### config.mk
export PLATFORM = sky130hd
export DESIGN_NAME = pll_pwr_seq
export DESIGN_NICKNAME = d
export VERILOG_FILES = /design/src/rtl/pll_seq_pkg.sv /design/src/rtl/pll_seq_timer.sv /design/src/rtl/pll_seq_words.sv /design/src/rtl/pll_seq_fsm.sv /design/src/rtl/pll_pwr_seq.sv
export SDC_FILE = /design/constraint.sdc
export NUM_CORES = 1
export LEC_CHECK = 0
export CORE_MARGIN = 5
export CORE_UTILIZATION = 27
export DETAILED_ROUTE_END_ITERATION = 12
export GPL_ROUTABILITY_DRIVEN = 0
export SETUP_SLACK_MARGIN = 0.4
export SKIP_LAST_GASP = 1
export SLEW_MARGIN = 20
export SYNTH_ARGS = -nofsm -noshare
export SYNTH_HDL_FRONTEND = slang
export SYNTH_SLANG_ARGS = --single-unit
### constraint.sdc
create_clock -name clk -period 2.1 [get_ports clk]
set_input_delay 0.21 -clock clk [delete_from_list [all_inputs] [get_ports clk]]
set_output_delay 0.21 -clock clk [all_outputs]
set_load 0.005 [all_outputs]
### src/rtl/pll_seq_pkg.sv
package pll_seq_pkg;

  typedef enum logic [3:0] {
    ST_IDLE,
    ST_PREOFF,
    ST_CLR,
    ST_DIV,
    ST_GATE,
    ST_SETTLE,
    ST_VCO,
    ST_POLL,
    ST_ON,
    ST_OFF,
    ST_UNPOLL
  } seq_state_e;

  // Cycles needed to cover amount / unit_div seconds-scaled time, rounded up, at least 1.
  function automatic int unsigned cyc_ceil(longint unsigned amount, longint unsigned khz,
                                           longint unsigned unit_div);
    longint unsigned c;
    c = (amount * khz + unit_div - 1) / unit_div;
    if (c == 0) c = 1;
    return int'(c[31:0]);
  endfunction

  function automatic int unsigned max3(int unsigned a, int unsigned b, int unsigned c);
    int unsigned m;
    m = (a > b) ? a : b;
    return (m > c) ? m : c;
  endfunction

endpackage

### src/rtl/pll_seq_timer.sv
module pll_seq_timer #(
  parameter int CNT_W = 8
) (
  input  logic             clk,
  input  logic             rst_n,
  input  logic             load,
  input  logic [CNT_W-1:0] load_val,
  output logic             zero
);
  logic [CNT_W-1:0] cnt_q;

  always_ff @(posedge clk) begin
    if (!rst_n)             cnt_q <= '0;
    else if (load)          cnt_q <= load_val;
    else if (cnt_q != '0)   cnt_q <= cnt_q - 1'b1;
  end

  assign zero = (cnt_q == '0);
endmodule

### src/rtl/pll_seq_words.sv
module pll_seq_words #(
  parameter int DATA_W    = 32,
  parameter int N_PORTS   = 2,
  parameter int VCO_BIT   = 31,
  parameter int LDO_BIT   = 30,
  parameter int GATE_LSB  = 0
) (
  input  logic [DATA_W-1:0]  req_ctl,
  input  logic [N_PORTS-1:0] req_ports,
  input  logic [DATA_W-1:0]  shadow,
  output logic [DATA_W-1:0]  gate_word,
  output logic [DATA_W-1:0]  vco_word,
  output logic [DATA_W-1:0]  off_word,
  output logic [DATA_W-1:0]  pre_word
);
  localparam logic [DATA_W-1:0] VCO_MASK = DATA_W'(1) << VCO_BIT;
  localparam logic [DATA_W-1:0] LDO_MASK = DATA_W'(1) << LDO_BIT;

  logic [DATA_W-1:0] gate_mask;
  logic [DATA_W-1:0] gate_set;

  genvar gi;
  generate
    for (gi = 0; gi < DATA_W; gi++) begin : g_bit
      if (gi >= GATE_LSB && gi < GATE_LSB + N_PORTS) begin : g_gate
        assign gate_mask[gi] = 1'b1;
        assign gate_set[gi]  = req_ports[gi - GATE_LSB];
      end else begin : g_plain
        assign gate_mask[gi] = 1'b0;
        assign gate_set[gi]  = 1'b0;
      end
    end
  endgenerate

  function automatic logic [DATA_W-1:0] f_gated(logic [DATA_W-1:0] w, logic [DATA_W-1:0] m,
                                                logic [DATA_W-1:0] s);
    return (w & ~(VCO_MASK | LDO_MASK | m)) | s;
  endfunction

  function automatic logic [DATA_W-1:0] f_vco_on(logic [DATA_W-1:0] w);
    return w | VCO_MASK;
  endfunction

  function automatic logic [DATA_W-1:0] f_power_down(logic [DATA_W-1:0] w);
    return (w & ~VCO_MASK) | LDO_MASK;
  endfunction

  function automatic logic [DATA_W-1:0] f_vco_off(logic [DATA_W-1:0] w);
    return w & ~VCO_MASK;
  endfunction

  assign gate_word = f_gated(req_ctl, gate_mask, gate_set);
  assign vco_word  = f_vco_on(shadow);
  assign off_word  = f_power_down(shadow);
  assign pre_word  = f_vco_off(shadow);
endmodule

### src/rtl/pll_seq_fsm.sv
module pll_seq_fsm
  import pll_seq_pkg::*;
#(
  parameter int CNT_W      = 8,
  parameter int SETTLE_CYC = 4,
  parameter int LOCK_CYC   = 16,
  parameter int UNLOCK_CYC = 8
) (
  input  logic             clk,
  input  logic             rst_n,
  input  logic             en_req,
  input  logic             dis_req,
  input  logic             pll_lock,
  input  logic             vco_armed,
  input  logic             tmr_zero,
  output seq_state_e       st,
  output logic             accept,
  output logic             tmr_load,
  output logic [CNT_W-1:0] tmr_val,
  output logic             set_err
);
  localparam logic [CNT_W-1:0] SETTLE_LD = CNT_W'(SETTLE_CYC - 1);
  localparam logic [CNT_W-1:0] LOCK_LD   = CNT_W'(LOCK_CYC - 1);
  localparam logic [CNT_W-1:0] UNLOCK_LD = CNT_W'(UNLOCK_CYC - 1);

  seq_state_e nxt;

  always_comb begin
    nxt      = st;
    accept   = 1'b0;
    tmr_load = 1'b0;
    tmr_val  = '0;
    set_err  = 1'b0;
    case (st)
      ST_IDLE, ST_ON: begin
        if (en_req) begin
          accept = 1'b1;
          nxt    = vco_armed ? ST_PREOFF : ST_CLR;
        end else if (dis_req) begin
          accept = 1'b1;
          nxt    = ST_OFF;
        end
      end
      ST_PREOFF: nxt = ST_CLR;
      ST_CLR:    nxt = ST_DIV;
      ST_DIV:    nxt = ST_GATE;
      ST_GATE: begin
        nxt      = ST_SETTLE;
        tmr_load = 1'b1;
        tmr_val  = SETTLE_LD;
      end
      ST_SETTLE: if (tmr_zero) nxt = ST_VCO;
      ST_VCO: begin
        nxt      = ST_POLL;
        tmr_load = 1'b1;
        tmr_val  = LOCK_LD;
      end
      ST_POLL: begin
        if (pll_lock) nxt = ST_ON;
        else if (tmr_zero) begin
          nxt     = ST_IDLE;
          set_err = 1'b1;
        end
      end
      ST_OFF: begin
        nxt      = ST_UNPOLL;
        tmr_load = 1'b1;
        tmr_val  = UNLOCK_LD;
      end
      ST_UNPOLL: begin
        if (!pll_lock) nxt = ST_IDLE;
        else if (tmr_zero) begin
          nxt     = ST_IDLE;
          set_err = 1'b1;
        end
      end
      default: nxt = ST_IDLE;
    endcase
  end

  always_ff @(posedge clk) begin
    if (!rst_n) st <= ST_IDLE;
    else        st <= nxt;
  end
endmodule

### src/rtl/pll_pwr_seq.sv
module pll_pwr_seq
  import pll_seq_pkg::*;
#(
  parameter int DATA_W        = 32,
  parameter int N_PORTS       = 2,
  parameter int CLK_KHZ       = 250000,
  parameter int SETTLE_NS     = 500,
  parameter int LOCK_TMO_US   = 20000,
  parameter int UNLOCK_TMO_US = 1000,
  parameter int VCO_BIT       = 31,
  parameter int LDO_BIT       = 30,
  parameter int GATE_LSB      = 0
) (
  input  logic               clk,
  input  logic               rst_n,
  input  logic               en_req,
  input  logic               dis_req,
  input  logic [DATA_W-1:0]  div_word,
  input  logic [DATA_W-1:0]  ctl_word,
  input  logic [N_PORTS-1:0] port_sel,
  input  logic               pll_lock,
  output logic               reg_wr,
  output logic               reg_sel,
  output logic [DATA_W-1:0]  reg_wdata,
  output logic               busy,
  output logic               locked,
  output logic               timeout_err
);
  localparam int SETTLE_CYC = int'(cyc_ceil(longint'(SETTLE_NS), longint'(CLK_KHZ), 64'd1000000));
  localparam int LOCK_CYC   = int'(cyc_ceil(longint'(LOCK_TMO_US), longint'(CLK_KHZ), 64'd1000));
  localparam int UNLOCK_CYC = int'(cyc_ceil(longint'(UNLOCK_TMO_US), longint'(CLK_KHZ), 64'd1000));
  localparam int MAX_CYC    = int'(max3(SETTLE_CYC, LOCK_CYC, UNLOCK_CYC));
  localparam int CNT_W      = $clog2(MAX_CYC + 1);

  localparam logic SEL_CTRL = 1'b0;
  localparam logic SEL_DIV  = 1'b1;

  seq_state_e         st;
  logic               accept, tmr_load, tmr_zero, set_err;
  logic [CNT_W-1:0]   tmr_val;
  logic [DATA_W-1:0]  shadow_q, req_ctl_q, req_div_q;
  logic [N_PORTS-1:0] req_ports_q;
  logic [DATA_W-1:0]  gate_word, vco_word, off_word, pre_word;
  logic               err_q;

  // Named internal events, used by the bound checker.
  logic ev_gate_wr, ev_vco_wr, ev_accept;
  assign ev_gate_wr = (st == ST_GATE);
  assign ev_vco_wr  = (st == ST_VCO);
  assign ev_accept  = accept;

  pll_seq_fsm #(
    .CNT_W(CNT_W), .SETTLE_CYC(SETTLE_CYC), .LOCK_CYC(LOCK_CYC), .UNLOCK_CYC(UNLOCK_CYC)
  ) fsm_i (
    .clk(clk), .rst_n(rst_n), .en_req(en_req), .dis_req(dis_req), .pll_lock(pll_lock),
    .vco_armed(shadow_q[VCO_BIT]), .tmr_zero(tmr_zero), .st(st), .accept(accept),
    .tmr_load(tmr_load), .tmr_val(tmr_val), .set_err(set_err)
  );

  pll_seq_timer #(.CNT_W(CNT_W)) tmr_i (
    .clk(clk), .rst_n(rst_n), .load(tmr_load), .load_val(tmr_val), .zero(tmr_zero)
  );

  pll_seq_words #(
    .DATA_W(DATA_W), .N_PORTS(N_PORTS), .VCO_BIT(VCO_BIT), .LDO_BIT(LDO_BIT), .GATE_LSB(GATE_LSB)
  ) words_i (
    .req_ctl(req_ctl_q), .req_ports(req_ports_q), .shadow(shadow_q),
    .gate_word(gate_word), .vco_word(vco_word), .off_word(off_word), .pre_word(pre_word)
  );

  // Captured request and copy of the last control word written.
  always_ff @(posedge clk) begin
    if (!rst_n) begin
      req_ctl_q   <= '0;
      req_div_q   <= '0;
      req_ports_q <= '0;
      shadow_q    <= '0;
      err_q       <= 1'b0;
    end else begin
      if (accept) begin
        req_ctl_q   <= ctl_word;
        req_div_q   <= div_word;
        req_ports_q <= port_sel;
      end
      if (reg_wr && reg_sel == SEL_CTRL) shadow_q <= reg_wdata;
      if (set_err)     err_q <= 1'b1;
      else if (accept) err_q <= 1'b0;
    end
  end

  always_comb begin
    reg_wr    = 1'b1;
    reg_sel   = SEL_CTRL;
    reg_wdata = '0;
    case (st)
      ST_PREOFF: reg_wdata = pre_word;
      ST_CLR:    reg_wdata = '0;
      ST_DIV: begin
        reg_sel   = SEL_DIV;
        reg_wdata = req_div_q;
      end
      ST_GATE:   reg_wdata = gate_word;
      ST_VCO:    reg_wdata = vco_word;
      ST_OFF:    reg_wdata = off_word;
      default:   reg_wr    = 1'b0;
    endcase
  end

  assign busy        = (st != ST_IDLE) && (st != ST_ON);
  assign locked      = (st == ST_ON);
  assign timeout_err = err_q;
endmodule

### After elaboration in Yosys (flattened, before gate mapping)

Cells that the tools add are included.

| operators by class | value |
|---|---|
| $add $sub $neg | 1 |
| equality and inequality tests | 13 |
| muxes and demuxes | 24 |
| bitwise logic cells | 2 |
| reduce and logical (&&, ||, !) cells | 12 |

Operators by type and width:

| operator | number |
|---|---|
| $pmux 32 s5 | 1 |
| $pmux 23 s3 | 1 |
| $mux 23 | 2 |
| $pmux 4 s10 | 1 |
| $or 30x2->30 | 1 |
| $mux 4 | 6 |
| $logic_not 23->1 | 1 |
| $reduce_bool 23->1 | 1 |
| $sub 23x1->23 const B | 1 |
| $eq 4x3->1 const B | 4 |
| $eq 4x4->1 const B | 3 |
| $mux 1 | 11 |
| $eq 4x2->1 const B | 2 |
| $reduce_or 6->1 | 1 |
| $eq 4x1->1 const B | 1 |
| $logic_not 4->1 | 1 |
| $ne 4x4->1 const B | 1 |
| $reduce_bool 2->1 | 2 |
| $reduce_bool 4->1 | 1 |
| $ne 3x3->1 const B | 1 |
| $reduce_or 3->1 | 1 |
| $logic_and 1x1->1 | 2 |
| $mux 2 | 1 |
| $ne 2x1->1 const B | 1 |
| other kinds (4) | 4 |

| storage, ports and cells | value |
|---|---|
| register bits after elaboration | 124 |
| output and inout bits | 37 |
| logic and storage cells | 59 |

### Depth between registers and ports, before layout

| logic depth | value |
|---|---|
| depth after elaboration | 5 |
| mapped depth | 9 |
| gate-level depth less buffers | 7 |

### Modules after synthesis

From an unflattened synthesis, not the netlist that was laid out.

| unflattened totals | value |
|---|---|
| cells, all modules | 881 |
| area total of the unflattened synthesis | 7668.6 µm² |

Modules (own cells, without submodules):

| module | times used | cells an instance | area an instance (µm²) |
|---|---|---|---|
| pll_pwr_seq | 1 | 519 | 4854.7 |
| pll_seq_timer | 1 | 160 | 1290.0 |
| pll_seq_words | 1 | 130 | 968.4 |
| pll_seq_fsm | 1 | 72 | 555.5 |

### Worst setup path before layout

OpenSTA, ideal clock, no wires.

| timing path | value |
|---|---|
| path type | register to register |
| start point | reg tmr_i.cnt_q[13] |
| end point | reg tmr_i.cnt_q[19] |
| setup time | 74 ps |
| arrival | 2191 ps |
| data required time | 2026 ps |
| slack | -165 ps |
| stages on the path, launching flop included | 7 |
| buffers on the path | 1 |
| clock period less this slack | 2265 ps |
| cells stage by stage | dfxtp_1 -> or4_4 -> or2_1 -> buf_6 -> or4_4 -> or3_1 -> a31oi_1 |

| on the way | value |
|---|---|
| cells in the longest elaborated chain, start to end | 3 |
| elaborated cells on any way between the ends | 5 |
| those cells by class | add/sub: 1; mux: 2; reduce/logical: 2 |

Ends and longest elaborated chain:

| item | line | source |
|---|---|---|
| from (decl) | pll_seq_timer.sv:10 | `logic [CNT_W-1:0] cnt_q;` |
| from (signal assigned) | pll_seq_timer.sv:14 | `else if (load) cnt_q <= load_val;` |
| from (signal assigned) | pll_seq_timer.sv:15 | `else if (cnt_q != '0) cnt_q <= cnt_q - 1'b1;` |
| $sub 23x1->23 | pll_seq_timer.sv:15 |  |
| $mux 23 | pll_seq_timer.sv:15 |  |
| $mux 23 | pll_seq_timer.sv:14 |  |

Parallel ways exist; a longest one is shown, timed or not. The select of a mux whose other input is x is not followed.
A chain may end at the register's enable or synchronous reset.

### Final worst setup path

| timing path | value |
|---|---|
| start point | reg fsm_i.st[0] |
| end point | out reg_wdata[13] |

| on the way | value |
|---|---|
| cells in the longest elaborated chain, start to end | 2 |
| elaborated cells on any way between the ends | 6 |
| those cells by class | eq/ne: 5; mux: 1 |

Ends and longest elaborated chain:

| item | line | source |
|---|---|---|
| from (decl) | pll_seq_fsm.sv:16 | `output seq_state_e st,` |
| from (signal assigned) | pll_seq_fsm.sv:83 | `else st <= nxt;` |
| $eq 4x4->1, or another cell as far along | pll_pwr_seq.sv:95 | `case (st)` |
| $pmux 32 s5 (*) | pll_pwr_seq.sv:95 |  |
| to (decl) | pll_pwr_seq.sv:24 | `output logic [DATA_W-1:0] reg_wdata,` |

Every way passes the cells marked *; elsewhere a longest branch is shown, timed or not.

==> run_results.csv <==
group,metric,value,unit
layout,layout_commonest_cell,"nand2_1",
sta,max_freq,450,MHz
synth,syn_area,5330,um2
setup_path,cp-start-kind,"flip-flop",
die,start_util,0.274,
clock_tree,cts.clk_slew.worst_paths,60,ps
placement,io_buffers,103,
global_routing,grt_overflow,0,
clock_tree,cts_sinks,122,
die,die_area,22700,um2
layout,final_nets,974,
die,die_x,151,um
placement,pre_cts_ws,-121,ps
sta,setup-tns-final,-1190,ps
synth,synth_warnings,0,
flow_run,max-cap-violations,0,
die,die_h,151,um
hold_path,hp-class,"in -> reg",
synth,ys_async_sr_fraction,0,
setup_path,setup.worst_path.class,"reg -> out",
die,coreArea,19500,um2
setup_path,r2r_setup_slack,-80,ps
die,ios,108,
routing,drtIter0Drc,428,
hold_path,hold_depth,3,
clock_tree,cts_tree,"built",
global_routing,grt_max_degree,107,
placement,dpl.hpwl,11100,um
sta,timing.final.crit_share,1.06,
global_routing,grt_pass1_wl,30300,um
hold_path,min_to,"req_div_q[26]$_SDFFE_PN0P_",
setup_path,arrival,2010,ps
sta,min_period,2220,ps
routing,vias_per_cell,4.98,
setup_path,ff2ff_path_depth,5,
routing,postRouteWirelength,20700,um
setup_path,reg2reg_from,"tmr_i.cnt_q[16]$_SDFFE_PN0P_",
power_and_ir_drop,p_per_area,1410,nW/um2
synth,synth_nets,749,
power_and_ir_drop,vdd_drop_max,0.000583,V
run_status,status,"finished with violations",
clock_tree,clockBufferDepth,2,
routing,vias,5861,
power_and_ir_drop,power,13100,uW
sta,tightest_slew,579,ps
die,core.rowCount,51,
global_routing,track_usage,0.172,
clock_tree,clockRootBuffer,"clkbuf_16",
synth,synth_ff_type,"dfxtp_1",
synth,synth-edff-count,0,
sta,setup_violations,26,
sta,relSlewSlack,0.614,
sta,timing.final.ws_setup,-122,ps
setup_path,crit_required,1890,ps
run_status,violations,"negative setup slack",
layout,syn2layout_area_growth,73.5,%
synth,synth_seq_area_share,0.458,
layout,drive_above_1_share,0.345,
global_routing,antenna_found_initial,0,
setup_path,crit_path_max_fanout,7,
sta,fin_skew,9.35,ps
layout,num_antenna_cells,0,
synth,yosys_register_bits,122,
power_and_ir_drop,power.leakage,0.00388,uW
global_routing,grt_pass1_vias,5659,
clock_tree,postCtsHoldBufs,0,
routing,first_pass_iters,7,
sta,hold_viol,0,
layout,final_cell_mix,"nand2_1 (144), dfxtp_1 (115), buf_4 (84)",
sta,slew_violations,0,
routing,postRouteAntennaNets,0,
setup_path,reg2reg_to,"tmr_i.cnt_q[19]$_SDFFE_PN0P_",
sta,holdWs,342,ps
hold_path,min_from,"div_word[26]",
synth,ys_types,53,
synth,syn_inst,677,
routing,drcViolationCount,0,
sta,rsz0062_at_grt,"true",
clock_tree,cts_buffers,17,
routing,wl_per_cell,17.5,um
synth,syn_area_per_cell,7.87,um2
setup_path,critPathCaptureType,"primary output",
clock_tree,clk_latency,410,ps
clock_tree,htreeDepth,4,
==> cell families (layout without fill, tap and decap cells) <==
| family | after synthesis | after routing | share of synthesized area |
|---|---|---|---|
| buf+inv | 86 | 321 | 0.0620 |
| fa+ha+maj | 1 | 1 | 0.00235 |
| simple gates | 264 | 264 | 0.220 |
| flops | 122 | 122 | 0.458 |
| xor+xnor | 6 | 6 | 0.00986 |
| compound gates | 196 | 196 | 0.244 |
| mux | 2 | 2 | 0.00376 |
==> worst max-delay path by stage <==
| stage | depth (start not counted) | slack (ps) | to | startpoint |
|---|---|---|---|---|
| global placement | 8 | -130 | reg_wdata[0] | fsm_i.st[0]$_SDFFE_PN0P_ |
| detailed placement | 8 | -120 | reg_wdata[4] | fsm_i.st[3]$_SDFFE_PN0P_ |
| global route | 9 | -190 | reg_wdata[21] | fsm_i.st[0]$_SDFFE_PN0P_ |
| floorplan | 6 | -120 | tmr_i.cnt_q[19]$_SDFFE_PN0P_ | tmr_i.cnt_q[14]$_SDFFE_PN0P_ |
| finish | 9 | -120 | reg_wdata[13] | fsm_i.st[0]$_SDFFE_PN0P_ |
| CTS | 9 | -70 | reg_wdata[9] | fsm_i.st[0]$_SDFFE_PN0P_ |
==> Yosys cell counts, drive strengths merged (3+ instances only) <==
cell / number / area, um2
a21oi: 86 / 430
a222oi: 30 / 300
a22oi: 31 / 233
a31oi: 5 / 31.3
clkbuf: 50 / 188
dfxtp: 122 / 2440
inv: 35 / 131
nand2: 152 / 571
nand2b: 5 / 31.3
nand3: 10 / 50.1
nand3b: 4 / 30.0
nand4: 3 / 18.8
nor2: 51 / 191
nor3: 9 / 45.0
nor3b: 3 / 22.5
nor4: 6 / 43.8
o211ai: 4 / 30.0
o21ai: 18 / 90.1
o41ai: 3 / 26.3
or3: 4 / 25.0
or4: 6 / 52.6
xnor2: 4 / 35.0
==> metal layers <==
metal	vias up	part of all wire	GRT usage
met3	19	0.056	0.0400
li1	2866	-	-
met5	-	0	0
met1	2793	0.45	0.232
met2	183	0.48	0.281
met4	0	0.011	0.0393
==> registers in the layout, indices dropped and copies added, names as in the netlist <==
name	cells
req_div_q	32
timeout_err	1
req_ctl_q	28
req_ports_q	2
tmr_i.cnt_q	23
shadow_q	32
fsm_i.st	4
==> through the flow <==
step | utilization | instances | area [um2]
6_report | 0.475 | 1177 | 9250
5_1_grt | 0.475 | 1177 | 9250
4_1_cts | 0.448 | 1153 | 8720
3_5_place_dp | 0.376 | 1079 | 7330
3_3_place_gp | 0.376 | 1079 | 7330
2_1_floorplan | - | 677 | 5450
==> cell type report <==
type	count	area [um2]
clock buffers	21	470
clock inverters	8	96.3
fillers	1874	10200
inverters	35	133
multi-input cells	469	3060
flip-flops and latches	122	2460
well taps	265	332
repair buffers	257	2700
==> what timing repair did <==
action	in CTS	in global routing
resized for setup	232	77
setup endpoints to repair	156	156
hold endpoints to repair	0	0
gates cloned	11	4
pin swaps	46	39
buffers inserted	34	20
==> worst max-delay path: stages (launching register included) <==
cell,delay [ps]
dfxtp_4,360
buf_6,120
nand2_4,60
nor3_4,60
buf_12,130
buf_12,120
buf_12,120
a222oi_1,350
inv_1,110
buf_2,140
==> report_power, final <==
| group | total (uW) | switching [uW] | internal, uW |
|---|---|---|---|
| logic | 7030 | 3420 | 3610 |
| clock network | 2860 | 1050 | 1810 |
| registers | 3190 | 384 | 2810 |
| total | 13100 | 4850 | 8230 |
No activity file was read; power rests on OpenSTA's default activity.
